--- src/rtl/kh_bus_bridge.sv ---
module kh_bus_bridge #(
  parameter int NKH = 4,
  parameter int TMO_W = 16,
  parameter logic [TMO_W-1:0] TMO_RST = 64,
  parameter int AW = $clog2(4*(NKH+1))
) (
  input  logic          clk,
  input  logic          rst_n,
  input  logic          cpu_wr,
  input  logic          cpu_rd,
  input  logic [AW-1:0] cpu_addr,
  input  logic [31:0]   cpu_wdata,
  output logic [31:0]   cpu_rdata,
  output logic          tgt_req,
  output logic          tgt_we,
  output logic [3:0]    tgt_dev,
  output logic [15:0]   tgt_addr,
  output logic [31:0]   tgt_wdata,
  input  logic          tgt_ack,
  input  logic          tgt_err,
  input  logic [31:0]   tgt_rdata
);
  localparam int KW = (NKH > 1) ? $clog2(NKH) : 1;
  localparam int BW = AW - 2;
  localparam logic [1:0] RG_CTL = 2'd0, RG_WD = 2'd1, RG_MTX = 2'd2;

  logic [NKH-1:0] busy, dir, tmo_f, serr_f, mtx, hit;
  logic [3:0]  dev  [NKH];
  logic [15:0] radr [NKH];
  logic [31:0] wdat [NKH];
  logic [31:0] rdat [NKH];
  logic [TMO_W-1:0] tmo_lim, timer;
  logic active, gnt_vld;
  logic [KW-1:0] cur, last, gnt_idx;

  wire [BW-1:0] blk = cpu_addr[AW-1:2];
  wire [1:0] rg = cpu_addr[1:0];
  wire tmo_sel = (blk == '0) && (rg == RG_CTL);
  wire tmo_en = (tmo_lim != '0);
  wire done_ok = active && tgt_ack;
  wire done_to = active && !tgt_ack && tmo_en && (timer == tmo_lim - 1'b1);

  always_comb
    for (int k = 0; k < NKH; k++) hit[k] = (blk == BW'(k + 1));

  always_comb begin
    int j;
    gnt_vld = 1'b0;
    gnt_idx = last;
    for (int i = 1; i <= NKH; i++) begin
      j = int'(last) + i;
      if (j >= NKH) j = j - NKH;
      if (!gnt_vld && busy[j]) begin
        gnt_vld = 1'b1;
        gnt_idx = KW'(j);
      end
    end
  end

  always_ff @(posedge clk or negedge rst_n) begin
    if (!rst_n) begin
      active  <= 1'b0;
      cur     <= '0;
      last    <= KW'(NKH - 1);
      timer   <= '0;
      tmo_lim <= TMO_RST;
      busy    <= '0;
      dir     <= '0;
      tmo_f   <= '0;
      serr_f  <= '0;
      mtx     <= '0;
      for (int k = 0; k < NKH; k++) begin
        dev[k]  <= '0;
        radr[k] <= '0;
        wdat[k] <= '0;
        rdat[k] <= '0;
      end
    end else begin
      if (!active && gnt_vld) begin
        active <= 1'b1;
        cur    <= gnt_idx;
        last   <= gnt_idx;
        timer  <= '0;
      end else if (done_ok || done_to) begin
        active <= 1'b0;
      end else if (active) begin
        timer <= timer + 1'b1;
      end

      if (cpu_wr && tmo_sel) tmo_lim <= cpu_wdata[TMO_W-1:0];

      for (int k = 0; k < NKH; k++) begin
        if (cpu_wr && hit[k]) begin
          case (rg)
            RG_CTL: if (!busy[k]) begin
              dir[k]  <= cpu_wdata[24];
              dev[k]  <= cpu_wdata[23:20];
              radr[k] <= cpu_wdata[15:0];
              if (cpu_wdata[31]) begin
                busy[k]   <= 1'b1;
                tmo_f[k]  <= 1'b0;
                serr_f[k] <= 1'b0;
              end
            end
            RG_WD:  if (!busy[k]) wdat[k] <= cpu_wdata;
            RG_MTX: mtx[k] <= |cpu_wdata;
            default: ;
          endcase
        end else if (cpu_rd && hit[k] && rg == RG_MTX) begin
          mtx[k] <= 1'b1;
        end

        if (cur == KW'(k) && (done_ok || done_to)) begin
          busy[k] <= 1'b0;
          if (done_ok) begin
            serr_f[k] <= tgt_err;
            if (!dir[k]) rdat[k] <= tgt_rdata;
          end else begin
            tmo_f[k] <= 1'b1;
          end
        end
      end
    end
  end

  assign tgt_req   = active;
  assign tgt_we    = dir[cur];
  assign tgt_dev   = dev[cur];
  assign tgt_addr  = radr[cur];
  assign tgt_wdata = wdat[cur];

  always_comb begin
    cpu_rdata = '0;
    if (tmo_sel) cpu_rdata = 32'(tmo_lim);
    for (int k = 0; k < NKH; k++) begin
      if (hit[k]) begin
        case (rg)
          2'd0: cpu_rdata = {1'b0, tmo_f[k], serr_f[k], busy[k], 3'b0, dir[k],
                             dev[k], 4'b0, radr[k]};
          2'd1: cpu_rdata = wdat[k];
          2'd2: cpu_rdata = {31'b0, mtx[k]};
          default: cpu_rdata = rdat[k];
        endcase
      end
    end
  end


  req_hold_chk: assert property (@(posedge clk) disable iff (!rst_n)
    $past(tgt_req) && tgt_req |-> $stable(tgt_addr) && $stable(tgt_we) &&
    $stable(tgt_dev) && $stable(tgt_wdata));


  busy_own_chk: assert property (@(posedge clk) disable iff (!rst_n)
    tgt_req |-> busy[cur]);


  timer_bound_chk: assert property (@(posedge clk) disable iff (!rst_n)
    tgt_req && tmo_en |-> timer < tmo_lim);


  req_gap_chk: assert property (@(posedge clk) disable iff (!rst_n)
    tgt_req && tgt_ack |=> !tgt_req);


  busy_rise_chk: assert property (@(posedge clk) disable iff (!rst_n)
    |(busy & ~$past(busy)) |-> $past(cpu_wr));


  serr_rise_chk: assert property (@(posedge clk) disable iff (!rst_n)
    |(serr_f & ~$past(serr_f)) |-> $past(tgt_ack && tgt_err));
endmodule

--- config.mk ---
export PLATFORM = sky130hd
export DESIGN_NAME = kh_bus_bridge
export DESIGN_NICKNAME = d
export VERILOG_FILES = /design/src/rtl/kh_bus_bridge.sv
export SDC_FILE = /design/constraint.sdc
export NUM_CORES = 1
export LEC_CHECK = 0
export BUFFER_PORTS_ARGS = -buffer_cell sky130_fd_sc_hd__buf_2
export CORE_MARGIN = 2
export CORE_UTILIZATION = 55
export CTS_CLUSTER_DIAMETER = 60
export DETAILED_ROUTE_END_ITERATION = 8
export PLACE_DENSITY = 0.77
export RECOVER_POWER = 100
export REMOVE_ABC_BUFFERS = 1
export SLEW_MARGIN = 20
export SYNTH_ARGS = -nofsm -noshare
export SYNTH_HDL_FRONTEND = slang
export SYNTH_SLANG_ARGS = --single-unit
--- constraint.sdc ---
create_clock -name clk -period 3.2 [get_ports clk]
set_input_delay 0.16 -clock clk [delete_from_list [all_inputs] [get_ports clk]]
set_output_delay 0.16 -clock clk [all_outputs]
set_load 0.01 [all_outputs]
==> summary.json <==
{
  "logic_synthesis": {
    "number_of_enable_flip_flop_cells_after_synthesis": 0,
    "post-synth-top-area-fraction_pct": 48.3,
    "yosys_warnings": 0,
    "synth_area_mm2": 0.0202,
    "yosysTopAreaCell": "sky130_fd_sc_hd__dfrtp_1",
    "synth.ff_latch_count": 393,
    "synth_cell_type_count": 56,
    "seq_area_frac_synth_pct": 48.7,
    "synth_area_per_cell_um2": 11.0,
    "synth_async_sr_flop_share_pct": 100,
    "main_synth_ff_type": "sky130_fd_sc_hd__dfrtp_1",
    "synth_cells": 1837,
    "synthTopCellsByArea": "sky130_fd_sc_hd__dfrtp_1 (48%), sky130_fd_sc_hd__mux2_2 (16%), sky130_fd_sc_hd__nand2_1 (6.6%), sky130_fd_sc_hd__mux4_2 (6.4%), sky130_fd_sc_hd__mux2i_1 (6.3%)"
  },
  "critical_path": {
    "worst-endpoint-arrival_ns": 3.61,
    "cp_slowest_cell": "sky130_fd_sc_hd__clkbuf_1",
    "path_buf_inv": 2,
    "cp_data_required_time_ns": 3.63,
    "crit_chain": "clkbuf_1 > nor2_1 > nand2_1 > or3_1 > clkbuf_4 > mux2_2",
    "worst-setup-path-type": "in -> reg",
    "critical_path.startpoint_type": "input port",
    "critical_path.top_delay_family": "buffers and inverters",
    "max_stage_delay_ns": 1.04,
    "critPathMaxFanout": 21,
    "worst_setup_path_end_kind": "flop"
  },
  "power_and_ir_drop": {
    "peakVddDrop_mv": 0.473,
    "p_per_area_mw_per_mm2": 782,
    "static-leakage-power_uw": 0.0108
  },
  "job": {
    "max-cap-violations": 1
  },
  "finish": {
    "final_nets": 2094,
    "final-instance-count-excl-fill": 2517,
    "layout-drive-gt1-share_pct": 27.7,
    "filler_cell_count": 2797,
    "mostFrequentLayoutCell": "sky130_fd_sc_hd__dfrtp_1",
    "total_area_of_multi_input_combinational_cells_mm2": 0.00979,
    "area.growth.synth_to_final_pct": 16.4,
    "mostFrequentLayoutCells": "sky130_fd_sc_hd__dfrtp_1 (389), sky130_fd_sc_hd__nand2_1 (357), sky130_fd_sc_hd__mux2_2 (282)",
    "regArea_mm2": 0.00984,
    "antenna_cells_inserted": 0
  },
  "clock_network": {
    "cts.clk_slew.worst_paths_ns": 0.06,
    "cts_buffer_depth": 3,
    "cts.root.buffer_cell": "sky130_fd_sc_hd__clkbuf_16",
    "cts.repair_timing.setup_buffer_count": 0,
    "cts_tree": "built",
    "insertion_delay_ns": 0.56,
    "cts.sinks": 393,
    "tritoncts.num_buffers": 43,
    "cts_max_level": 2
  },
  "run_status": {
    "failed_checks": "capacitance limit, slew limit",
    "status": "complete, but fails checks"
  },
  "floorplanning": {
    "die_height_um": 196,
    "initial_core_utilization_pct": 55.5,
    "core_area_mm2": 0.0364,
    "floorplan.io_pins": 161,
    "fp-row-count": 70,
    "die_width_um": 196,
    "die_area_mm2": 0.0383
  },
  "drt": {
    "detail_route.wirelength_mm": 63.8,
    "drtIter0Drc": 1670,
    "number_of_iterations_in_the_first_detailed_routing_pass": 6,
    "route.detailed.drc": 0,
    "via_per_inst": 6.49,
    "final_antenna_net_count": 0,
    "route.detailed.wl_per_inst_um": 25.3,
    "routed-via-count": 16300
  },
  "global_routing": {
    "track_usage_pct": 33.5,
    "grt-ovfl-total": 0,
    "global_route_wire_length_before_repair_mm": 97.8,
    "grt_start_max_net_pins": 90,
    "grt_antenna_before_repair": 2,
    "first_global_vias": 16800
  },
  "place": {
    "placedCellCount": 2375,
    "gp_congestion": 0.936,
    "place.port_buffers": 160,
    "post-dp-hpwl_mm": 40.9,
    "pre_cts_slack_ns": 0.193
  },
  "sta": {
    "fmaxAchievable_mhz": 314,
    "max_clock_skew_ns": 0.0203,
    "period_minus_slack_ns": 3.18,
    "final-hold-violation-count": 0,
    "worst_slew_pin_slew_ns": 1.87,
    "finalSetupViolCount": 0,
    "grt_setup_unrepaired": "false",
    "post-route-period-util_pct": 99.4,
    "setup_slack_ns": 0.0201,
    "timing_max_transition_violations_final": 67,
    "slew_headroom_pct": -25.0
  },
  "hold_path": {
    "timing.hold.worst.class": "in -> reg"
  }
}
-- final timing paths --
kind / from / to / slack, ns / cells after the start
worst max register to register: cur[0] / rdat[90] / 0.12 / 5
worst min register to register: radr[28] / radr[28] / 0.50 / 2
worst max-delay path: cpu_addr[3] / wdat[24] / 0.02 / 6
worst min-delay path: cpu_wdata[31] / tmo_f[0] / 0.06 / 4
min in group asynchronous: rst_n / tmo_lim[2] / 0.68 / 2
max in group asynchronous: rst_n / wdat[52] / 0.67 / 3
-- worst register-to-register path, stage by stage, from the launching register on --
cell and delay, ns:
sky130_fd_sc_hd__dfrtp_1 1.04, sky130_fd_sc_hd__nor2b_1 0.28, sky130_fd_sc_hd__nand3_1 0.19, sky130_fd_sc_hd__nor2_2 0.82, sky130_fd_sc_hd__buf_12 0.26, sky130_fd_sc_hd__mux2_2 0.36
-- cell type report --
type,count,area share [%]
Inverter,12,0.191
Clock inverter,11,0.643
Timing Repair Buffer,283,7.93
Clock buffer,66,5.36
Tap cell,468,2.49
Sequential cell,393,41.8
Multi-Input combinational cell,1284,41.6
-- cells in the mapped netlist, drive strengths merged, types with 2 or more instances --
| master | n |
|---|---|
| dfrtp | 390 |
| nand2 | 357 |
| mux2 | 284 |
| mux2i | 127 |
| clkbuf | 112 |
| o21ai | 87 |
| a21oi | 86 |
| nor2 | 67 |
| mux4 | 57 |
| buf | 36 |
| o211ai | 29 |
| nand3 | 26 |
| o22ai | 16 |
| a221oi | 13 |
| nor3 | 13 |
| inv | 12 |
| nor4 | 11 |
| or3 | 11 |
| xnor2 | 11 |
| nand4 | 10 |
| nand2b | 9 |
| o221ai | 8 |
| and3 | 7 |
| nor2b | 6 |
| or4 | 5 |
| xor2 | 5 |
| a21o | 4 |
| a31oi | 4 |
| dfstp | 3 |
| nor4b | 3 |
| or2 | 3 |
| a211o | 2 |
| a211oi | 2 |
| a21boi | 2 |
| a31o | 2 |
| ha | 2 |
| o21a | 2 |
| o31ai | 2 |
-- flip-flops by register name (all words and copies together), names as in the netlist --
register	cells
dir	4
tmo_lim	16
mtx	4
serr_f	4
rdat	128
timer	16
busy	4
cur	2
dev	16
radr	64
tmo_f	4
last	2
tgt_req	1
wdat	128
-- layer usage --
metal	vias to the layer above	track usage [%]	wire, um
met1	8228	45.0	24700
met3	214	5.93	5810
met5	-	0	13
met4	2	17.0	3150
met2	957	52.9	30100
li1	6923	-	-
-- cell families (layout without fill, tap and decap cells) --
group | Yosys count | count (layout) | share of synthesized area, %
and+or+nand+nor | 532 | 532 | 11.2
muxes | 468 | 468 | 28.5
DFF | 393 | 393 | 48.7
AOI/OAI and AO/OA | 266 | 266 | 7.87
buffers and inverters | 160 | 372 | 3.01
xor gates and xnor gates | 16 | 16 | 0.693
adders and majority gates | 2 | 2 | 0.124
-- repair_timing --
item	in CTS	in global routing
hold buffers	65	0
endpoints found under the hold margin	341	0
gates resized for setup	0	0
-- where the power goes --
group          internal, uW  leakage [uW]  switching [uW]  total (uW)
sequential             6550       0.00499            1290        7830
combinational          2790       0.00508            2750        5540
clock                  2970      0.000695            2050        5020
-- metrics by stage --
step           TNS, ns  hold slack, ns  area [um2]  utilization, %  total power [uW]
6_report             0          0.0565       23500            64.6             18400
5_1_grt              0          0.0601       23500            64.6             19200
4_1_cts              0          0.0296       23800            65.2             18400
3_5_place_dp         0           0.173       21700            59.6             13300
3_3_place_gp         0           0.169       21700            59.6             13000
2_1_floorplan  -201.63          -0.136       19600               -             11200
Power figures use the tool's default switching activity.
